`src/rtl/blk_lock_pkg.sv`:
```
package blk_lock_pkg;

  typedef enum logic [1:0] {
    OP_NONE   = 2'b00,
    OP_LOCK   = 2'b01,
    OP_UNLOCK = 2'b10,
    OP_DOWN   = 2'b11
  } lockOp_t;

  // strobes from control to the state datapath
  typedef struct packed {
    logic setLock;
    logic clrLock;
    logic setDown;
  } lockStrobe_t;

endpackage

```
`src/rtl/blk_lock_decode.sv`:
```
module blk_lock_decode #(
  parameter int SEL_W     = 9,
  parameter int SUB_W     = 3,
  parameter int IDX_W     = 7,
  parameter bit PARAM_TOP = 1'b1
) (
  input  logic [SEL_W-1:0] sel,
  output logic [IDX_W-1:0] idx
);
  localparam int SLOT_W     = SEL_W - SUB_W;
  localparam int MAIN_SLOTS = 2 ** SLOT_W;
  localparam int PARAM_CNT  = 2 ** SUB_W;

  logic [SLOT_W-1:0] slot;
  logic [SUB_W-1:0]  sub;

  assign slot = sel[SEL_W-1:SUB_W];
  assign sub  = sel[SUB_W-1:0];

  generate
    if (PARAM_TOP) begin : g_top
      // last main slot is split into the small blocks, numbered after the mains
      always_comb begin
        if (slot == SLOT_W'(MAIN_SLOTS - 1))
          idx = IDX_W'(MAIN_SLOTS - 1) + IDX_W'(sub);
        else
          idx = IDX_W'(slot);
      end
    end else begin : g_bot
      // first slot is split; small blocks take the lowest numbers
      always_comb begin
        if (slot == '0)
          idx = IDX_W'(sub);
        else
          idx = IDX_W'(slot) + IDX_W'(PARAM_CNT - 1);
      end
    end
  endgenerate

endmodule

```
`src/rtl/blk_lock_ctrl.sv`:
```
module blk_lock_ctrl
  import blk_lock_pkg::*;
#(
  parameter int SEL_W     = 9,
  parameter int SUB_W     = 3,
  parameter int IDX_W     = 7,
  parameter int BLK_CNT   = 71,
  parameter bit PARAM_TOP = 1'b1
) (
  input  logic             clk,
  input  logic             rstN,
  input  logic             cmdValid,
  input  lockOp_t          cmdOp,
  input  logic [SEL_W-1:0] cmdSel,
  input  logic [SEL_W-1:0] qrySel,
  output lockStrobe_t      strb,
  output logic [IDX_W-1:0] cmdIdx,
  output logic [IDX_W-1:0] qryIdx
);

  blk_lock_decode #(
    .SEL_W(SEL_W), .SUB_W(SUB_W), .IDX_W(IDX_W), .PARAM_TOP(PARAM_TOP)
  ) i_cmdDec (
    .sel(cmdSel),
    .idx(cmdIdx)
  );

  blk_lock_decode #(
    .SEL_W(SEL_W), .SUB_W(SUB_W), .IDX_W(IDX_W), .PARAM_TOP(PARAM_TOP)
  ) i_qryDec (
    .sel(qrySel),
    .idx(qryIdx)
  );

  always_comb begin
    strb = '0;
    if (cmdValid) begin
      unique case (cmdOp)
        OP_LOCK:   strb.setLock = 1'b1;
        OP_UNLOCK: strb.clrLock = 1'b1;
        OP_DOWN:   strb.setDown = 1'b1;
        default:   strb = '0;
      endcase
    end
  end


  idle_no_strobe_chk: assert property (@(posedge clk) disable iff (!rstN)
    !cmdValid |-> (strb == '0));


  cmd_idx_range_chk: assert property (@(posedge clk) disable iff (!rstN)
    cmdValid |-> (int'(cmdIdx) < BLK_CNT));


  qry_idx_range_chk: assert property (@(posedge clk) disable iff (!rstN)
    int'(qryIdx) < BLK_CNT);

endmodule

```
`src/rtl/blk_lock_state.sv`:
```
module blk_lock_state
  import blk_lock_pkg::*;
#(
  parameter int IDX_W   = 7,
  parameter int BLK_CNT = 71
) (
  input  logic             clk,
  input  logic             rstN,
  input  logic             wpN,
  input  logic             vppLow,
  input  lockStrobe_t      strb,
  input  logic [IDX_W-1:0] cmdIdx,
  input  logic [IDX_W-1:0] qryIdx,
  output logic             permit,
  output logic [1:0]       status
);

  logic lockQ [BLK_CNT];
  logic downQ [BLK_CNT];

  generate
    for (genvar b = 0; b < BLK_CNT; b++) begin : g_blk
      logic hit;
      logic frozen;

      assign hit    = (cmdIdx == IDX_W'(b)) && (strb != '0);
      assign frozen = downQ[b] && !wpN;

      always_ff @(posedge clk or negedge rstN) begin
        if (!rstN) begin
          lockQ[b] <= 1'b1;
          downQ[b] <= 1'b0;
        end else if (hit && !frozen) begin
          if (strb.setDown) begin
            lockQ[b] <= 1'b1;
            downQ[b] <= 1'b1;
          end else if (strb.setLock) begin
            lockQ[b] <= 1'b1;
          end else if (strb.clrLock) begin
            lockQ[b] <= 1'b0;
          end
        end
      end


      reset_state_chk: assert property (@(posedge clk)
        $rose(rstN) |-> (lockQ[b] && !downQ[b]));


      down_sticky_chk: assert property (@(posedge clk) disable iff (!rstN)
        downQ[b] |=> downQ[b]);


      frozen_hold_chk: assert property (@(posedge clk) disable iff (!rstN)
        (downQ[b] && !wpN) |=> $stable(lockQ[b]));


      untouched_hold_chk: assert property (@(posedge clk) disable iff (!rstN)
        (cmdIdx != IDX_W'(b) || strb == '0) |=> ($stable(lockQ[b]) && $stable(downQ[b])));


      down_implies_lock_chk: assert property (@(posedge clk) disable iff (!rstN)
        $rose(downQ[b]) |-> lockQ[b]);
    end
  endgenerate

  always_comb begin
    status = {downQ[qryIdx], lockQ[qryIdx]};
    permit = !lockQ[qryIdx] && !vppLow;
  end

endmodule

```
`src/rtl/blk_lock_guard.sv`:
```
module blk_lock_guard
  import blk_lock_pkg::*;
#(
  parameter int ADDR_W    = 21,
  parameter int MAIN_LOG  = 15,
  parameter int PARAM_LOG = 12,
  parameter bit PARAM_TOP = 1'b1
) (
  input  logic                        clk,
  input  logic                        rstN,
  input  logic                        cmdValid,
  input  logic [1:0]                  cmdOp,
  input  logic [ADDR_W-PARAM_LOG-1:0] cmdSel,
  input  logic                        wpN,
  input  logic                        vppLow,
  input  logic [ADDR_W-PARAM_LOG-1:0] qrySel,
  output logic                        qryPermit,
  output logic [1:0]                  qryStatus
);
  localparam int SEL_W   = ADDR_W - PARAM_LOG;
  localparam int SUB_W   = MAIN_LOG - PARAM_LOG;
  localparam int BLK_CNT = 2 ** (ADDR_W - MAIN_LOG) - 1 + 2 ** SUB_W;
  localparam int IDX_W   = $clog2(BLK_CNT);

  lockStrobe_t      strb;
  logic [IDX_W-1:0] cmdIdx;
  logic [IDX_W-1:0] qryIdx;

  blk_lock_ctrl #(
    .SEL_W(SEL_W), .SUB_W(SUB_W), .IDX_W(IDX_W),
    .BLK_CNT(BLK_CNT), .PARAM_TOP(PARAM_TOP)
  ) i_ctrl (
    .clk(clk),
    .rstN(rstN),
    .cmdValid(cmdValid),
    .cmdOp(lockOp_t'(cmdOp)),
    .cmdSel(cmdSel),
    .qrySel(qrySel),
    .strb(strb),
    .cmdIdx(cmdIdx),
    .qryIdx(qryIdx)
  );

  blk_lock_state #(
    .IDX_W(IDX_W), .BLK_CNT(BLK_CNT)
  ) i_state (
    .clk(clk),
    .rstN(rstN),
    .wpN(wpN),
    .vppLow(vppLow),
    .strb(strb),
    .cmdIdx(cmdIdx),
    .qryIdx(qryIdx),
    .permit(qryPermit),
    .status(qryStatus)
  );


  lockout_refuse_chk: assert property (@(posedge clk) disable iff (!rstN)
    vppLow |-> !qryPermit);


  permit_needs_unlock_chk: assert property (@(posedge clk) disable iff (!rstN)
    qryPermit |-> !qryStatus[0]);

endmodule

```
`config.mk`:
```
export PLATFORM = sky130hd
export DESIGN_NAME = blk_lock_guard
export DESIGN_NICKNAME = d
export VERILOG_FILES = /design/src/rtl/blk_lock_pkg.sv /design/src/rtl/blk_lock_decode.sv /design/src/rtl/blk_lock_ctrl.sv /design/src/rtl/blk_lock_state.sv /design/src/rtl/blk_lock_guard.sv
export SDC_FILE = /design/constraint.sdc
export NUM_CORES = 1
export LEC_CHECK = 0
export BUFFER_PORTS_ARGS = -buffer_cell sky130_fd_sc_hd__buf_2
export CAP_MARGIN = 20
export CORE_UTILIZATION = 50
export CTS_CLUSTER_DIAMETER = 80
export CTS_CLUSTER_SIZE = 25
export DETAILED_ROUTE_END_ITERATION = 8
export GPL_ROUTABILITY_DRIVEN = 0
export PLACE_DENSITY = 0.67
export SLEW_MARGIN = 40
export SYNTH_ARGS = -nofsm -noshare
export SYNTH_HDL_FRONTEND = slang
export SYNTH_SLANG_ARGS = --single-unit
```
`constraint.sdc`:
```
create_clock -name clk -period 2.7 [get_ports clk]
set_input_delay 0.27 -clock clk [delete_from_list [all_inputs] [get_ports clk]]
set_output_delay 0.27 -clock clk [all_outputs]
set_load 0.01 [all_outputs]
```
==> impl_metrics.json, run 1 <==
{
  "ys_warn_count": 0,
  "p_int_mw": 3.75,
  "drt_iter0_drc": 508,
  "clock_power_share_pct": 40.8,
  "maxSlewViolCount": 0,
  "yosysMostFrequentCell": "nand2_1",
  "die_w_um": 126,
  "finalPower_mw": 5.11,
  "ys_seq_elements": 142,
  "grt_pass1_vias": 6291,
  "outcome": "finished, violations left",
  "root_buffer": "clkbuf_16",
  "wirelength_mm": 22.0,
  "rows": 44,
  "drv_cap": 0,
  "finalInstanceArea_um2": 9300,
  "syn_inst": 728,
  "drive_gt1_share_pct": 35.4,
  "netlist_top_cells_count": "nand2_1 (112), a21o_1 (72), dfrtp_1 (71), dfstp_2 (71), nand3_1 (71)",
  "n_antenna_cell": 0,
  "finClkSkew_ns": 0.00482,
  "critPathRequiredTime_ns": 2.43,
  "synth_xor_area_share_pct": 0,
  "grt_pass1_wl_mm": 34.5,
  "portBuffers": 27,
  "antenna_found_initial": 0,
  "num_vias": 6252,
  "cp-start-kind": "primary input",
  "yosysTopAreaCellShare_pct": 24.4,
  "worst_pin_slew_ns": 0.784,
  "die_area_um2": 15800,
  "finalSetupTns_ns": -0.185,
  "end_kind": "primary output",
  "synth-seq-area-share_pct": 47.6,
  "yosys.area_share.simple_pct": 15.5,
  "vdd_drop_max_uv": 482,
  "syn_area_per_cell_um2": 10.5,
  "p_seq_share_pct": 46.2,
  "yosys.cell_types.count": 60,
  "num_io_pins": 28,
  "synth_mux_area_share_pct": 17.8,
  "cts_tree": "done",
  "synth_edf_count": 0,
  "hold_end": "i_state.lockQ[56]$_DFFE_PN1P_",
  "viasPerCell": 6.20,
  "nets": 841,
  "hold_slack_ns": 0.374,
  "cts_buffers": 17,
  "stdcell_count": 1009,
  "insertion_delay_ns": 0.42,
  "clkTransAtPathRegs_ns": 0.06,
  "synthArstFlopShare_pct": 100,
  "yosys.area_share.adder_pct": 0.655,
  "rr_worst_depth": 3,
  "dp_hpwl_mm": 15.1,
  "cts.sinks": 142,
  "dp.cells": 961,
  "ant_nets": 0,
  "drc_errors": 2,
  "power_switching_mw": 1.36,
  "synth.area.top_cells": "dfstp_2 (24%), dfrtp_1 (23%), mux2_1 (8.0%)",
  "dr.pass1.iters": 8,
  "finalHoldViolations": 0,
  "place_ws_ns": -0.521,
  "ff2ff_setup_slack_ns": 1.60,
  "routedWlPerCell_um": 21.8,
  "slew_headroom_pct": 47.5,
  "finalSetupViolCount": 2,
  "min_path_cells": 4,
  "worst-path-max-fanout": 6,
  "powerDensity_nw_per_um2": 549,
  "cts.path.max_buffers": 2,
  "initial_utilization_pct": 51.8,
  "swShare_pct": 26.6,
  "cts_max_level": 4,
  "yosys_most_used_dff": "dfstp_2",
  "violations": "design-rule violations, negative setup slack",
  "grtUsageTotal_pct": 28.8,
  "r2r_start": "i_state.downQ[5]$_DFFE_PN0P_",
  "timing.final.ws_setup_ns": -0.141,
  "core_um2": 14800,
  "fillers": 1184,
  "finalCriticalPeriod_ns": 2.84,
  "p_leak_nw": 4.45,
  "synth_top_cell_by_area": "dfstp_2",
  "synthesis.nets": 757,
  "synth_top_family_by_area": "multiplexers",
  "r2r_end": "i_state.lockQ[5]$_DFFE_PN1P_",
  "fin_crit_sh_pct": 105,
  "grt_overflow_total": 0,
  "final_util_pct": 63.1,
  "syn_to_final_growth_pct": 21.7,
  "hp-class": "primary input to flip-flop",
  "hp-start": "cmdSel[7]",
  "die_y_um": 126,
  "rsz0062_at_grt": "true",
  "syn_area_um2": 7650,
  "p_comb_share_pct": 12.9,
  "max_freq_mhz": 352,
  "arrival_ns": 2.57,
  "grt_max_degree": 78,
  "crit_type": "primary input to primary output",
  "synth_compound_area_share_pct": 14.4,
  "place_area_um2": 8390
}
[final cells by class]
type,instances,area [µm²],area share [%]
multi-input cells,524,3940,42.3
flip-flops and latches,142,3640,39.1
repair buffers,113,910,9.78
clock buffers,20,437,4.69
well taps,184,230,2.47
clock inverters,12,91.3,0.982
inverters,14,57.6,0.619
[critical path: stages]
cell	delay [ns]
buf_8	0.08
inv_4	0.03
ha_4	0.15
ha_4	0.26
nand3_2	0.08
buf_4	0.15
o21ai_4	0.14
buf_6	0.17
buf_4	0.12
mux2i_1	0.27
o211ai_1	0.15
or4_4	0.54
buf_6	0.14
[metal layers]
layer	GRT usage, %	up-vias	share of wire [%]
met5	0	-	0
met4	7.68	0	2.2
met3	6.67	35	7.1
met2	47.2	232	48
met1	38.4	3175	43
li1	-	2810	-
[layout by cell type, fill, tap and decap left out, drive strengths merged, types with 20 or more instances in the layout]
cell type  count
a21o          72
a21oi         21
buf          112
clkbuf        20
dfrtp         71
dfstp         71
mux2          73
mux2i         36
nand2        113
nand3         71
nor2          24
[cells by family after synthesis]
group                    after synthesis
adder cells (fa/ha/maj)                4
multiplexers                         117
AO/OA/AOI/OAI                        151
buffers and inverters                 62
AND/OR/NAND/NOR                      252
flip-flops                           142
[how the worst max path moves through the flow]
stage	startpoint	endpoint	slack (ns)	cells past startpoint
CTS	qrySel[1]	qryStatus[1]	-0.18	11
finish	qrySel[0]	qryStatus[1]	-0.14	13
global placement	qrySel[0]	qryStatus[1]	-0.44	12
detailed placement	qrySel[0]	qryStatus[0]	-0.52	12
floorplan	qrySel[0]	qryPermit	0.10	12
global route	qrySel[0]	qryStatus[1]	-0.17	13
[power groups by stage]
| stage | logic (mW) | clock network (mW) | registers (mW) |
|---|---|---|---|
| 3_5_place_dp | 0.582 | 0 | 2.39 |
| 6_report | 0.661 | 2.08 | 2.36 |
| 3_3_place_gp | 0.564 | 0 | 2.39 |
| 5_1_grt | 0.709 | 2.19 | 2.37 |
| 2_1_floorplan | 0.338 | 0 | 2.36 |
| 4_1_cts | 0.617 | 2.11 | 2.36 |
[what timing repair did]
| action | in CTS | in global routing |
|---|---|---|
| resized for setup | 28 | 29 |
| cloned | 0 | 1 |
| hold endpoints to repair | 37 | 0 |
| setup buffers | 5 | 10 |
| pin swaps | 9 | 16 |
| endpoints found under the setup margin | 3 | 3 |
| hold buffers | 1 | 0 |
[sequential cells by signal (all words and copies together) (netlist names)]
name and flops:
i_state.downQ 71, i_state.lockQ 71
Note: power is estimated with default switching activity, not from simulation.
==> run 2, diff against run 1 <==
--- a/config.mk
+++ b/config.mk
@@ -7,12 +7,12 @@
 export LEC_CHECK = 0
 export BUFFER_PORTS_ARGS = -buffer_cell sky130_fd_sc_hd__buf_2
 export CAP_MARGIN = 20
-export CORE_UTILIZATION = 50
+export CORE_UTILIZATION = 62
 export CTS_CLUSTER_DIAMETER = 80
 export CTS_CLUSTER_SIZE = 25
 export DETAILED_ROUTE_END_ITERATION = 8
 export GPL_ROUTABILITY_DRIVEN = 0
-export PLACE_DENSITY = 0.67
+export PLACE_DENSITY = 0.8
 export SLEW_MARGIN = 40
 export SYNTH_ARGS = -nofsm -noshare
 export SYNTH_HDL_FRONTEND = slang
==> impl_metrics.json, run 2 (same netlist as run 1, synthesis figures left out) <==
{
  "cts_max_level": 4,
  "arrival_ns": 2.49,
  "grt_pass1_wl_mm": 35.2,
  "fin_crit_sh_pct": 102,
  "grtUsageTotal_pct": 36.8,
  "drt_iter0_drc": 667,
  "cts_buffers": 17,
  "ant_nets": 0,
  "max_freq_mhz": 362,
  "finalPower_mw": 5.49,
  "die_area_um2": 12800,
  "slew_headroom_pct": 46.9,
  "n_antenna_cell": 0,
  "grt_pass1_vias": 6534,
  "vdd_drop_max_uv": 501,
  "place_ws_ns": -0.369,
  "routedWlPerCell_um": 23.3,
  "grt_overflow_total": 0,
  "initial_utilization_pct": 63.7,
  "cts.sinks": 142,
  "wirelength_mm": 22.3,
  "worst_pin_slew_ns": 0.796,
  "fillers": 744,
  "cp-start-kind": "primary input",
  "critPathMaxStageDelay_ns": 0.57,
  "cts_tree": "done",
  "rows": 40,
  "crit_type": "primary input to primary output",
  "finalCriticalPeriod_ns": 2.76,
  "num_io_pins": 28,
  "dr.pass1.iters": 6,
  "finalSetupTns_ns": -0.0826,
  "finalHoldViolations": 0,
  "critPathRequiredTime_ns": 2.43,
  "core_um2": 12000,
  "end_kind": "primary output",
  "timing.final.ws_setup_ns": -0.0645,
  "crit_chain": "buf_6 -> inv_4 -> ha_4 -> and2_4 -> a21oi_4 -> buf_12 -> buf_4 -> a21oi_1 -> a22oi_2 -> a211oi_2 -> a211oi_1 -> or4_4 -> buf_6",
  "grt_max_degree": 72,
  "hold_slack_ns": 0.369,
  "ff2ff_setup_slack_ns": 1.63,
  "r2r_end": "i_state.lockQ[0]$_DFFE_PN1P_",
  "drive_gt1_share_pct": 34.6,
  "clkTransAtPathRegs_ns": 0.06,
  "hp-class": "primary input to asynchronous set/reset pin",
  "final_cell_mix": "nand2_1 (111), a21o_1 (71), dfrtp_1 (71), dfstp_2 (71), nand3_1 (70)",
  "worst-path-max-fanout": 12,
  "root_buffer": "clkbuf_16",
  "portBuffers": 27,
  "finClkSkew_ns": 0.00509,
  "syn_to_final_growth_pct": 20.9,
  "critPathBufInv": 5,
  "p_leak_nw": 4.46,
  "die_w_um": 113,
  "cpMostUsedCell": "buf_6",
  "finalSetupViolCount": 2,
  "dp_hpwl_mm": 14.9,
  "drc_errors": 0,
  "rr_worst_depth": 3,
  "viasPerCell": 6.75,
  "cp_num_cells": 13,
  "slowest_stage": "or4_4",
  "r2r_start": "i_state.downQ[0]$_DFFE_PN0P_",
  "insertion_delay_ns": 0.43,
  "antenna_found_initial": 0,
  "reg_top3": "i_state.downQ (71), i_state.lockQ (71)",
  "final_util_pct": 77.0,
  "layout_commonest_cell": "nand2_1",
  "nets": 829,
  "outcome": "finished, violations left",
  "rsz0062_at_grt": "true",
  "drv_cap": 0,
  "powerDensity_nw_per_um2": 594,
  "cts.path.max_buffers": 2,
  "violations": "negative setup slack",
  "cpLargestDelayFamily": "simple AND/OR/NAND/NOR gates",
  "die_y_um": 113,
  "num_vias": 6482,
  "maxSlewViolCount": 0
}
## run 2: changes by cell type in the layout (fill, tap and decap cells not counted), moves of 4 or more
| cell | previous run | this run |
|---|---|---|
| buf_4 | 72 | 65 |
| clkinvlp_4 | 8 | 2 |
| buf_2 | 24 | 20 |
| bufinv_16 | 0 | 4 |
## run 2: where the power goes
| part | switching (mW) | internal, mW | total (mW) |
|---|---|---|---|
| Sequential | 0.0852 | 2.29 | 2.37 |
| Combinational | 0.368 | 0.275 | 0.643 |
| Clock | 0.909 | 1.57 | 2.48 |
## run 2: per-stage QoR
step	cell area, µm²	cells
finish	9250	960
CTS	9070	954
detailed placement	8310	921
global placement	8300	921
floorplan	7650	728
global route	9250	960
## run 2: cell type report
| class | instances | area (µm²) | share of cell area [%] |
|---|---|---|---|
| Timing Repair Buffer | 101 | 802 | 8.67 |
| Clock buffer | 18 | 439 | 4.75 |
| Sequential cell | 142 | 3640 | 39.4 |
| Inverter | 14 | 57.6 | 0.622 |
| Multi-Input combinational cell | 524 | 3930 | 42.5 |
| Tap cell | 147 | 184 | 1.99 |
| Clock inverter | 14 | 190 | 2.06 |
## run 2: how the worst max path moves through the flow
stage	endpoint	from
finish	qryStatus[1]	qrySel[1]
global route	qryStatus[1]	qrySel[1]
CTS	qryStatus[1]	qrySel[1]
detailed placement	qryStatus[0]	qrySel[0]
global placement	qryStatus[0]	qrySel[0]
floorplan	qryPermit	qrySel[0]
## run 2: what timing repair did
action | in CTS | in global routing
gates resized for setup | 25 | 27
hold endpoints to repair | 18 | 0
gates cloned | 0 | 0
setup buffers | 0 | 6
endpoints found under the setup margin | 3 | 3
hold buffers | 1 | 0
pin swaps | 10 | 14
## run 2: metal layers
layer,global-route usage (%),wire (µm),part of all wire [%]
met1,47.4,8490,38
met2,58.6,10800,48
met3,8.14,2070,9.3
met4,19.7,1010,4.5
met5,0.784,0,0
